<file path="src/rtl/limit_timer_pkg.sv">
package limit_timer_pkg;
  localparam int unsigned ADDR_W = 3;
  typedef enum logic [ADDR_W-1:0] {
    W_LIMIT  = 3'd0,
    W_COUNT  = 3'd1,
    W_LIMNC  = 3'd2,
    W_RUN    = 3'd3,
    W_CONFIG = 3'd4
  } word_e;
endpackage

</file>
<file path="src/rtl/limit_timer_core.sv">
module limit_timer_core #(
  parameter int unsigned CNT_W  = 22,
  parameter int unsigned DATA_W = 32
) (
  input  logic              clk,
  input  logic              rst,
  input  logic              tick,
  input  logic              wr_limit,
  input  logic              wr_alias,
  input  logic              wr_run,
  input  logic              wr_cfg,
  input  logic              rd_ack,
  input  logic [DATA_W-1:0] wdata,
  output logic [CNT_W-1:0]  limit_q,
  output logic [CNT_W-1:0]  count_q,
  output logic              run_q,
  output logic [DATA_W-1:0] cfg_q,
  output logic              flag_q,
  output logic              flag_d
);
  localparam logic [CNT_W-1:0] ONE = CNT_W'(1);

  logic active, wrap;
  logic [CNT_W-1:0] count_d;

  assign active = tick && run_q && (cfg_q == '0) && (limit_q != '0);
  assign wrap   = active && (count_q >= limit_q);

  always_comb begin
    count_d = count_q;
    flag_d  = flag_q;
    if (wr_limit) begin
      count_d = ONE;
      flag_d  = 1'b0;
    end else begin
      if (wrap)        count_d = ONE;
      else if (active) count_d = count_q + ONE;
      if (wrap)        flag_d  = 1'b1;
      else if (rd_ack) flag_d  = 1'b0;
    end
  end

  always_ff @(posedge clk) begin
    if (rst) begin
      limit_q <= '0;
      count_q <= ONE;
      run_q   <= 1'b0;
      cfg_q   <= '0;
      flag_q  <= 1'b0;
    end else begin
      count_q <= count_d;
      flag_q  <= flag_d;
      if (wr_limit || wr_alias) limit_q <= wdata[CNT_W-1:0];
      if (wr_run)               run_q   <= wdata[0];
      if (wr_cfg)               cfg_q   <= wdata;
    end
  end

  assert_wrap_R2: assert property (@(posedge clk) disable iff (rst)
    (wrap && !wr_limit) |=> (flag_q && count_q == ONE));
  assert_ack_clear_R3: assert property (@(posedge clk) disable iff (rst)
    (rd_ack && !wrap && !wr_limit) |=> !flag_q);
  assert_match_wins_R4: assert property (@(posedge clk) disable iff (rst)
    (rd_ack && wrap && !wr_limit) |=> flag_q);
  assert_alias_keep_R5: assert property (@(posedge clk) disable iff (rst)
    (wr_alias && !tick && !rd_ack && !wr_limit) |=> $stable(flag_q) && $stable(count_q));
  assert_restart_R6: assert property (@(posedge clk) disable iff (rst)
    wr_limit |=> (count_q == ONE && !flag_q));
  assert_zero_off_R7: assert property (@(posedge clk) disable iff (rst)
    (limit_q == '0 && !wr_limit && !wr_alias) |=> !$rose(flag_q));
endmodule

</file>
<file path="src/rtl/limit_timer_regs.sv">
module limit_timer_regs
  import limit_timer_pkg::*;
#(
  parameter int unsigned CNT_W     = 22,
  parameter int unsigned DATA_W    = 32,
  parameter int unsigned LVL_W     = 4,
  parameter int unsigned IRQ_LEVEL = 10
) (
  input  logic              clk,
  input  logic              rst,
  input  logic              wr_en,
  input  logic              rd_en,
  input  logic [ADDR_W-1:0] addr,
  input  logic [CNT_W-1:0]  limit_q,
  input  logic [CNT_W-1:0]  count_q,
  input  logic              run_q,
  input  logic [DATA_W-1:0] cfg_q,
  input  logic              flag_d,
  output logic              wr_limit,
  output logic              wr_alias,
  output logic              wr_run,
  output logic              wr_cfg,
  output logic              rd_ack,
  output logic [DATA_W-1:0] rdata,
  output logic [LVL_W-1:0]  irq_lvl
);
  logic [DATA_W-1:0] rmux;

  assign wr_limit = wr_en && (addr == W_LIMIT);
  assign wr_alias = wr_en && (addr == W_LIMNC);
  assign wr_run   = wr_en && (addr == W_RUN);
  assign wr_cfg   = wr_en && (addr == W_CONFIG);
  assign rd_ack   = rd_en && (addr == W_LIMIT);

  always_comb begin
    rmux = '0;
    case (addr)
      W_LIMIT, W_LIMNC: rmux = DATA_W'(limit_q);
      W_COUNT:          rmux = DATA_W'(count_q);
      W_RUN:            rmux = DATA_W'(run_q);
      W_CONFIG:         rmux = cfg_q;
      default:          rmux = '0;
    endcase
  end

  always_ff @(posedge clk) begin
    if (rst) begin
      rdata   <= '0;
      irq_lvl <= '0;
    end else begin
      if (rd_en) rdata <= rmux;
      irq_lvl <= flag_d ? LVL_W'(IRQ_LEVEL) : '0;
    end
  end

  assert_rdata_hold_R11: assert property (@(posedge clk) disable iff (rst)
    !rd_en |=> $stable(rdata));
  assert_run_read_R11: assert property (@(posedge clk) disable iff (rst)
    (rd_en && addr == W_RUN) |=> (rdata == DATA_W'($past(run_q))));
endmodule

</file>
<file path="src/rtl/limit_timer.sv">
module limit_timer #(
  parameter int unsigned CNT_W     = 22,
  parameter int unsigned IRQ_LEVEL = 10
) (
  input  logic        clk,
  input  logic        rst,
  input  logic        tick,
  input  logic        wr_en,
  input  logic        rd_en,
  input  logic [2:0]  addr,
  input  logic [31:0] wdata,
  output logic [31:0] rdata,
  output logic        irq,
  output logic [3:0]  irq_lvl
);
  localparam int unsigned DATA_W = 32;
  localparam int unsigned LVL_W  = 4;

  logic wr_limit, wr_alias, wr_run, wr_cfg, rd_ack, flag_d;
  logic [CNT_W-1:0]  limit_q, count_q;
  logic              run_q;
  logic [DATA_W-1:0] cfg_q;

  limit_timer_core #(.CNT_W(CNT_W), .DATA_W(DATA_W)) u_core (
    .clk(clk), .rst(rst), .tick(tick),
    .wr_limit(wr_limit), .wr_alias(wr_alias), .wr_run(wr_run), .wr_cfg(wr_cfg),
    .rd_ack(rd_ack), .wdata(wdata),
    .limit_q(limit_q), .count_q(count_q), .run_q(run_q), .cfg_q(cfg_q),
    .flag_q(irq), .flag_d(flag_d)
  );

  limit_timer_regs #(.CNT_W(CNT_W), .DATA_W(DATA_W), .LVL_W(LVL_W),
                     .IRQ_LEVEL(IRQ_LEVEL)) u_regs (
    .clk(clk), .rst(rst), .wr_en(wr_en), .rd_en(rd_en), .addr(addr),
    .limit_q(limit_q), .count_q(count_q), .run_q(run_q), .cfg_q(cfg_q),
    .flag_d(flag_d),
    .wr_limit(wr_limit), .wr_alias(wr_alias), .wr_run(wr_run), .wr_cfg(wr_cfg),
    .rd_ack(rd_ack), .rdata(rdata), .irq_lvl(irq_lvl)
  );

  assert_level_R10: assert property (@(posedge clk) disable iff (rst)
    irq |-> (irq_lvl == 4'(IRQ_LEVEL)));
  assert_level_off_R10: assert property (@(posedge clk) disable iff (rst)
    !irq |-> (irq_lvl == 4'd0));
endmodule

</file>
<file path="config.mk">
export PLATFORM = sky130hd
export DESIGN_NAME = limit_timer
export DESIGN_NICKNAME = d
export VERILOG_FILES = /design/src/rtl/limit_timer_pkg.sv /design/src/rtl/limit_timer_core.sv /design/src/rtl/limit_timer_regs.sv /design/src/rtl/limit_timer.sv
export SDC_FILE = /design/constraint.sdc
export NUM_CORES = 1
export LEC_CHECK = 0
export BUFFER_PORTS_ARGS = -buffer_cell sky130_fd_sc_hd__buf_2
export CORE_MARGIN = 2
export CORE_UTILIZATION = 35
export CTS_CLUSTER_SIZE = 16
export DETAILED_ROUTE_END_ITERATION = 7
export GPL_TIMING_DRIVEN = 0
export PLACE_DENSITY = 0.64
export SYNTH_ARGS = -nofsm -noshare
export SYNTH_HDL_FRONTEND = slang
export SYNTH_SLANG_ARGS = --single-unit
</file>
<file path="constraint.sdc">
create_clock -name clk -period 3.1 [get_ports clk]
set_input_delay 0 -clock clk [delete_from_list [all_inputs] [get_ports clk]]
set_output_delay 0 -clock clk [all_outputs]
set_load 0.01 [all_outputs]
</file>
# Word level (Yosys, flattened, before mapping)

Cells that the tools add are included.

Output and inout bits: 37
Register bits: 114
Input bits: 40

$lt $le $gt $ge: 1
Reductions and logical operators: 15
Equality and inequality tests: 4
Muxes and demuxes: 5
Add/sub/neg operators: 1

Operator list:

| operator                                                         | count |
|---|---|
| 32-bit one-hot mux with 4 select lines                           | 1 |
| 32-bit logical NOT                                               | 1 |
| 22-bit by 1-bit adder with 22-bit output (second input constant) | 1 |
| 22-bit greater-or-equal comparator                               | 1 |
| 22-bit nonzero test                                              | 1 |
| 1-bit logical AND                                                | 9 |
| 3-bit by 2-bit == test with 1-bit output (second input constant) | 2 |
| 4-bit two-way mux                                                | 1 |
| 3-bit by 1-bit == test with 1-bit output (second input constant) | 1 |
| 3-bit == test (second input constant)                            | 1 |
| 3-bit logical NOT                                                | 1 |
| 1-bit two-way mux                                                | 3 |
| 3-bit OR reduction                                               | 1 |
| 2-bit OR reduction                                               | 1 |
| 1-bit logical OR                                                 | 1 |

# Longest topological paths before layout

Depth after elaboration: 7
Mapped depth: 11
Gate-level depth less buffers: 9

# By module

A second synthesis with hierarchy kept.

Cells, all modules: 700
Area, all modules: 5975.7 µm²

Modules (own cells, without submodules):

| module           | instances | area each (µm²) | cells each |
|---|---|---|---|
| limit_timer_core | 1         | 3923.8          | 462 |
| limit_timer_regs | 1         | 2052.0          | 238 |

# Worst setup path after synthesis

No wires, ideal clock.

Kind: register to register
From: register u_core.limit_q[19]
To: register u_core.count_q[16]
Period minus slack after synthesis: 2211 ps
Buffers on the path: 2
Path slack: 889 ps
Arrival time: 2089 ps
Cell stages (with the launch flop): 11
Cells stage by stage: dfxtp_1 -> inv_1 -> ha_1 -> nand4_2 -> nor4_2 -> a31o_2 -> nor2_2 -> and3_4 -> buf_6 -> buf_6 -> a221o_1

Longest elaborated chain between the ends: 4
Elaborated cells between the ends (all ways): 5
Classes of those cells: 1 x order compare; 4 x reduce/logical

RTL lines:

| item                                                                       | line                   | RTL |
|---|---|---|
| from (decl)                                                                | limit_timer_core.sv:14 | `output logic [CNT_W-1:0] limit_q,` |
| from (signal assigned)                                                     | limit_timer_core.sv:53 | `if (wr_limit \|\| wr_alias) limit_q <= wdata[CNT_W-1:0];` |
| branches (longest 4 deep; another with 22-bit greater-or-equal comparator) | n/a                    |  |
| to (signal assigned)                                                       | limit_timer_core.sv:51 | `count_q <= count_d;` |
| to (decl)                                                                  | limit_timer_core.sv:15 | `output logic [CNT_W-1:0] count_q,` |

Parallel ways; which one is timed is not known.
A chain may end at the register's enable or synchronous reset.

# Worst setup path after layout

From: register u_core.limit_q[17]
To: register u_core.count_q[16]

Same word-level chain as after synthesis.

==> results.cfg <==
[synth]
async_flop_share = 0
ys.flop_type = dfxtp_1
yosys.cell_types.count = 56
yosysWarnings = 0
synth_edf_count = 0
synth_seq_cells = 110
seq_area_frac_synth = 0.404
syn_area_per_cell_um2 = 7.89
netlist_instances = 691
syn-cell-area_mm2 = 0.00545

[timing]
period_minus_slack_ns = 2.48
finalClockSkew_ns = 0.00648
hold_viol = 0
maxSlewViolCount = 0
fin_tns_setup_ns = 0
max_freq_mhz = 404
fin_crit_sh = 0.799
worst_pin_slew_ns = 0.666
setup_viol = 0
max-slew-margin-rel = 0.556
rsz0062_at_grt = no

[clock_network]
cts_made_buffers = 9
path_clk_slew_ns = 0.08
clkSinkCount = 110
cts_resized = 0
cts_tree = built
htree_num_levels = 3
cts_root_buffer = clkbuf_16
post-cts-setup-buffers = 0
clk_latency_ns = 0.36
clockBufferDepth = 2

[pwr]
ir_worst_vdd_mv = 0.311
pwr-share-clk = 0.398
swShare = 0.274
power_frac_seq = 0.495
combPwrFrac = 0.107
powerDensity_mw_per_mm2 = 438
internal-power_w = 0.00213
p_leak_nw = 2.64
switchingPower_w = 0.000802

[layout]
final_net_count = 871
area_growth_pct = 22.5
multi_input_area_mm2 = 0.00291
fin_util = 0.440
drive_above_1_share = 0.143
fillers = 1573
ff_latch_area_mm2 = 0.00220
n_antenna_cell = 0

[worst_setup_path]
cp_data_required_time_ns = 3.35
crit_top_cell = buf_6
path_buf_inv = 3
cp_top_family = simple AND/OR/NAND/NOR gates
cp_cell_sequence = inv_1, ha_1, nand4_1, nor4_2, a31o_2, nor2_2, and3_4, buf_6, buf_6, a221o_1
cp_max_fo = 10
critPathLaunchType = flop
crit_path_top_delay_cell = dfxtp_1
path_class = flop to flop
critical_path.max_stage_delay_ns = 0.40
arrival_ns = 2.72
end_kind = flop

[worst_hold_path]
hp-class = input port to flop

[floorplan]
start_util = 0.359
ios = 77
core_area_mm2 = 0.0152
die_y_um = 129
die-area_mm2 = 0.0166
die_w_um = 129
row_count = 45

[placed_design]
io_buffer_count = 71
place.gp.congestion = 0.840
dp_hpwl_mm = 11.9

[global_routing]
antenna_found_initial = 0
track_usage = 0.196
first_global_vias = 4919
grt_pass1_wl_mm = 25.6
grt-ovfl-total = 0
grt_max_degree = 21

[detailed_routing]
num_vias = 5261
remaining_drc_errors = 0
drt-total-wl_mm = 16.0
dr.pass1.iters = 5
vias_per_cell = 5.26
detail_route.iter0.violations = 405
ant_nets = 0
avgRoutedWirePerCell_um = 16.0

[status]
status = complete, no violations

[run]
cap_violations = 0
-- registers in the layout, indices dropped and copies added, names as in the netlist --
name	flops
u_core.limit_q	22
u_core.run_q	1
u_core.cfg_q	32
u_regs.rdata	32
u_regs.irq_lvl	1
u_core.count_q	22
-- synthesized netlist by cell type, types with 3 or more instances --
| library cell | count | area share |
|---|---|---|
| a21oi_1 | 77 | 0.071 |
| nand2_1 | 155 | 0.11 |
| a2bb2oi_1 | 21 | 0.034 |
| buf_4 | 4 | 0.0055 |
| o21a_1 | 3 | 0.0041 |
| inv_1 | 23 | 0.016 |
| buf_6 | 6 | 0.012 |
| o21ai_0 | 26 | 0.024 |
| nand4_1 | 6 | 0.0069 |
| nor2_1 | 46 | 0.032 |
| buf_2 | 4 | 0.0037 |
| mux2i_1 | 3 | 0.0055 |
| nor2b_1 | 4 | 0.0046 |
| dfxtp_1 | 110 | 0.40 |
| and3_1 | 19 | 0.022 |
| nand2b_1 | 3 | 0.0034 |
| clkbuf_1 | 37 | 0.025 |
| o21ai_1 | 4 | 0.0037 |
| nand3_1 | 27 | 0.025 |
| a221o_1 | 16 | 0.029 |
| ha_1 | 23 | 0.053 |
| a22oi_1 | 21 | 0.029 |
| nor4_1 | 12 | 0.014 |
-- stage by stage --
stage / total power [W] / cell area, um2 / instances / setup slack (ns) / hold WS, ns
floorplan: 0.00166 / 5460 / 692 / 0.889 / 0.136
global placement: 0.00176 / 6050 / 951 / 0.687 / 0.243
detailed placement: 0.00176 / 6050 / 951 / 0.649 / 0.247
CTS: 0.00294 / 6680 / 1001 / 0.639 / 0.0471
global route: 0.00302 / 6680 / 1001 / 0.488 / 0.0567
finish: 0.00293 / 6680 / 1001 / 0.624 / 0.0479
-- cell usage in the layout, fill, tap and decap left out, types with 16 or more instances in the layout --
cell           synthesis  routed
a21oi_1               77      77
a221o_1               16      16
a22oi_1               21      21
a2bb2oi_1             21      21
and3_1                19      19
buf_2                  4      75
clkbuf_1              37      37
dfxtp_1              110     110
dlygate4sd3_1          0      34
ha_1                  23      23
inv_1                 23      23
nand2_1              155     155
nand3_1               27      27
nor2_1                46      46
o21ai_0               26      26
-- final timing paths --
kind,endpoint,cells past startpoint,slack (ns),start
setup / recovery,u_core.count_q[16]$_SDFFE_PP0P_,10,0.62,u_core.limit_q[17]$_SDFFE_PP0P_
hold reg to reg,u_core.limit_q[5]$_SDFFE_PP0P_,2,0.46,u_core.limit_q[5]$_SDFFE_PP0P_
setup reg to reg,u_core.count_q[16]$_SDFFE_PP0P_,10,0.62,u_core.limit_q[17]$_SDFFE_PP0P_
hold / removal,u_core.run_q$_SDFFE_PP0P_,4,0.05,wr_en
-- power groups by stage --
| stage | Combinational [W] | Sequential [W] | Clock (W) |
|---|---|---|---|
| after floorplan | 0.000182 | 0.00148 | 0 |
| after global placement | 0.000277 | 0.00148 | 0 |
| after detailed placement | 0.000279 | 0.00148 | 0 |
| after CTS | 0.000313 | 0.00145 | 0.00118 |
| after global routing | 0.000342 | 0.00145 | 0.00123 |
| final | 0.000313 | 0.00145 | 0.00117 |
-- routing by layer --
metal / up-vias / share of wire / track usage
li1: 2655 / - / -
met1: 2461 / 0.46 / 0.257
met2: 121 / 0.48 / 0.325
met3: 24 / 0.046 / 0.0428
met4: 0 / 0.019 / 0.0601
met5: - / 0 / 0
-- repair_timing --
item / 4_1_cts / 5_1_grt
hold buffers: 34 / 0
setup endpoints to repair: 0 / 0
hold endpoints to repair: 59 / 0
-- final cells by class --
type | instances | area share
Tap cell | 188 | 0.0352
Buffer | 52 | 0.0389
Timing Repair Buffer | 105 | 0.104
Multi-Input combinational cell | 507 | 0.435
Clock buffer | 9 | 0.0337
Sequential cell | 110 | 0.330
Clock inverter | 7 | 0.0103
Inverter | 23 | 0.0129
-- cell families (layout without fill, tap and decap cells) --
group | count (synthesis) | count (layout) | synth area share
and+or+nand+nor | 301 | 301 | 0.264
muxes | 3 | 3 | 0.00551
AOI/OAI and AO/OA | 178 | 178 | 0.209
other | 1 | 2 | 0.000688
adders and majority gates | 23 | 23 | 0.0528
buffers and inverters | 75 | 196 | 0.0635
DFF | 110 | 110 | 0.404
-- worst reg2reg max path, cell delays in order, from the launching register on --
cell and delay, ns:
dfxtp_1 0.40, inv_1 0.08, ha_1 0.32, nand4_1 0.16
nor4_2 0.33, a31o_2 0.26, nor2_2 0.08, and3_4 0.18
buf_6 0.14, buf_6 0.14, a221o_1 0.29
No activity file was read; power rests on OpenSTA's default activity.
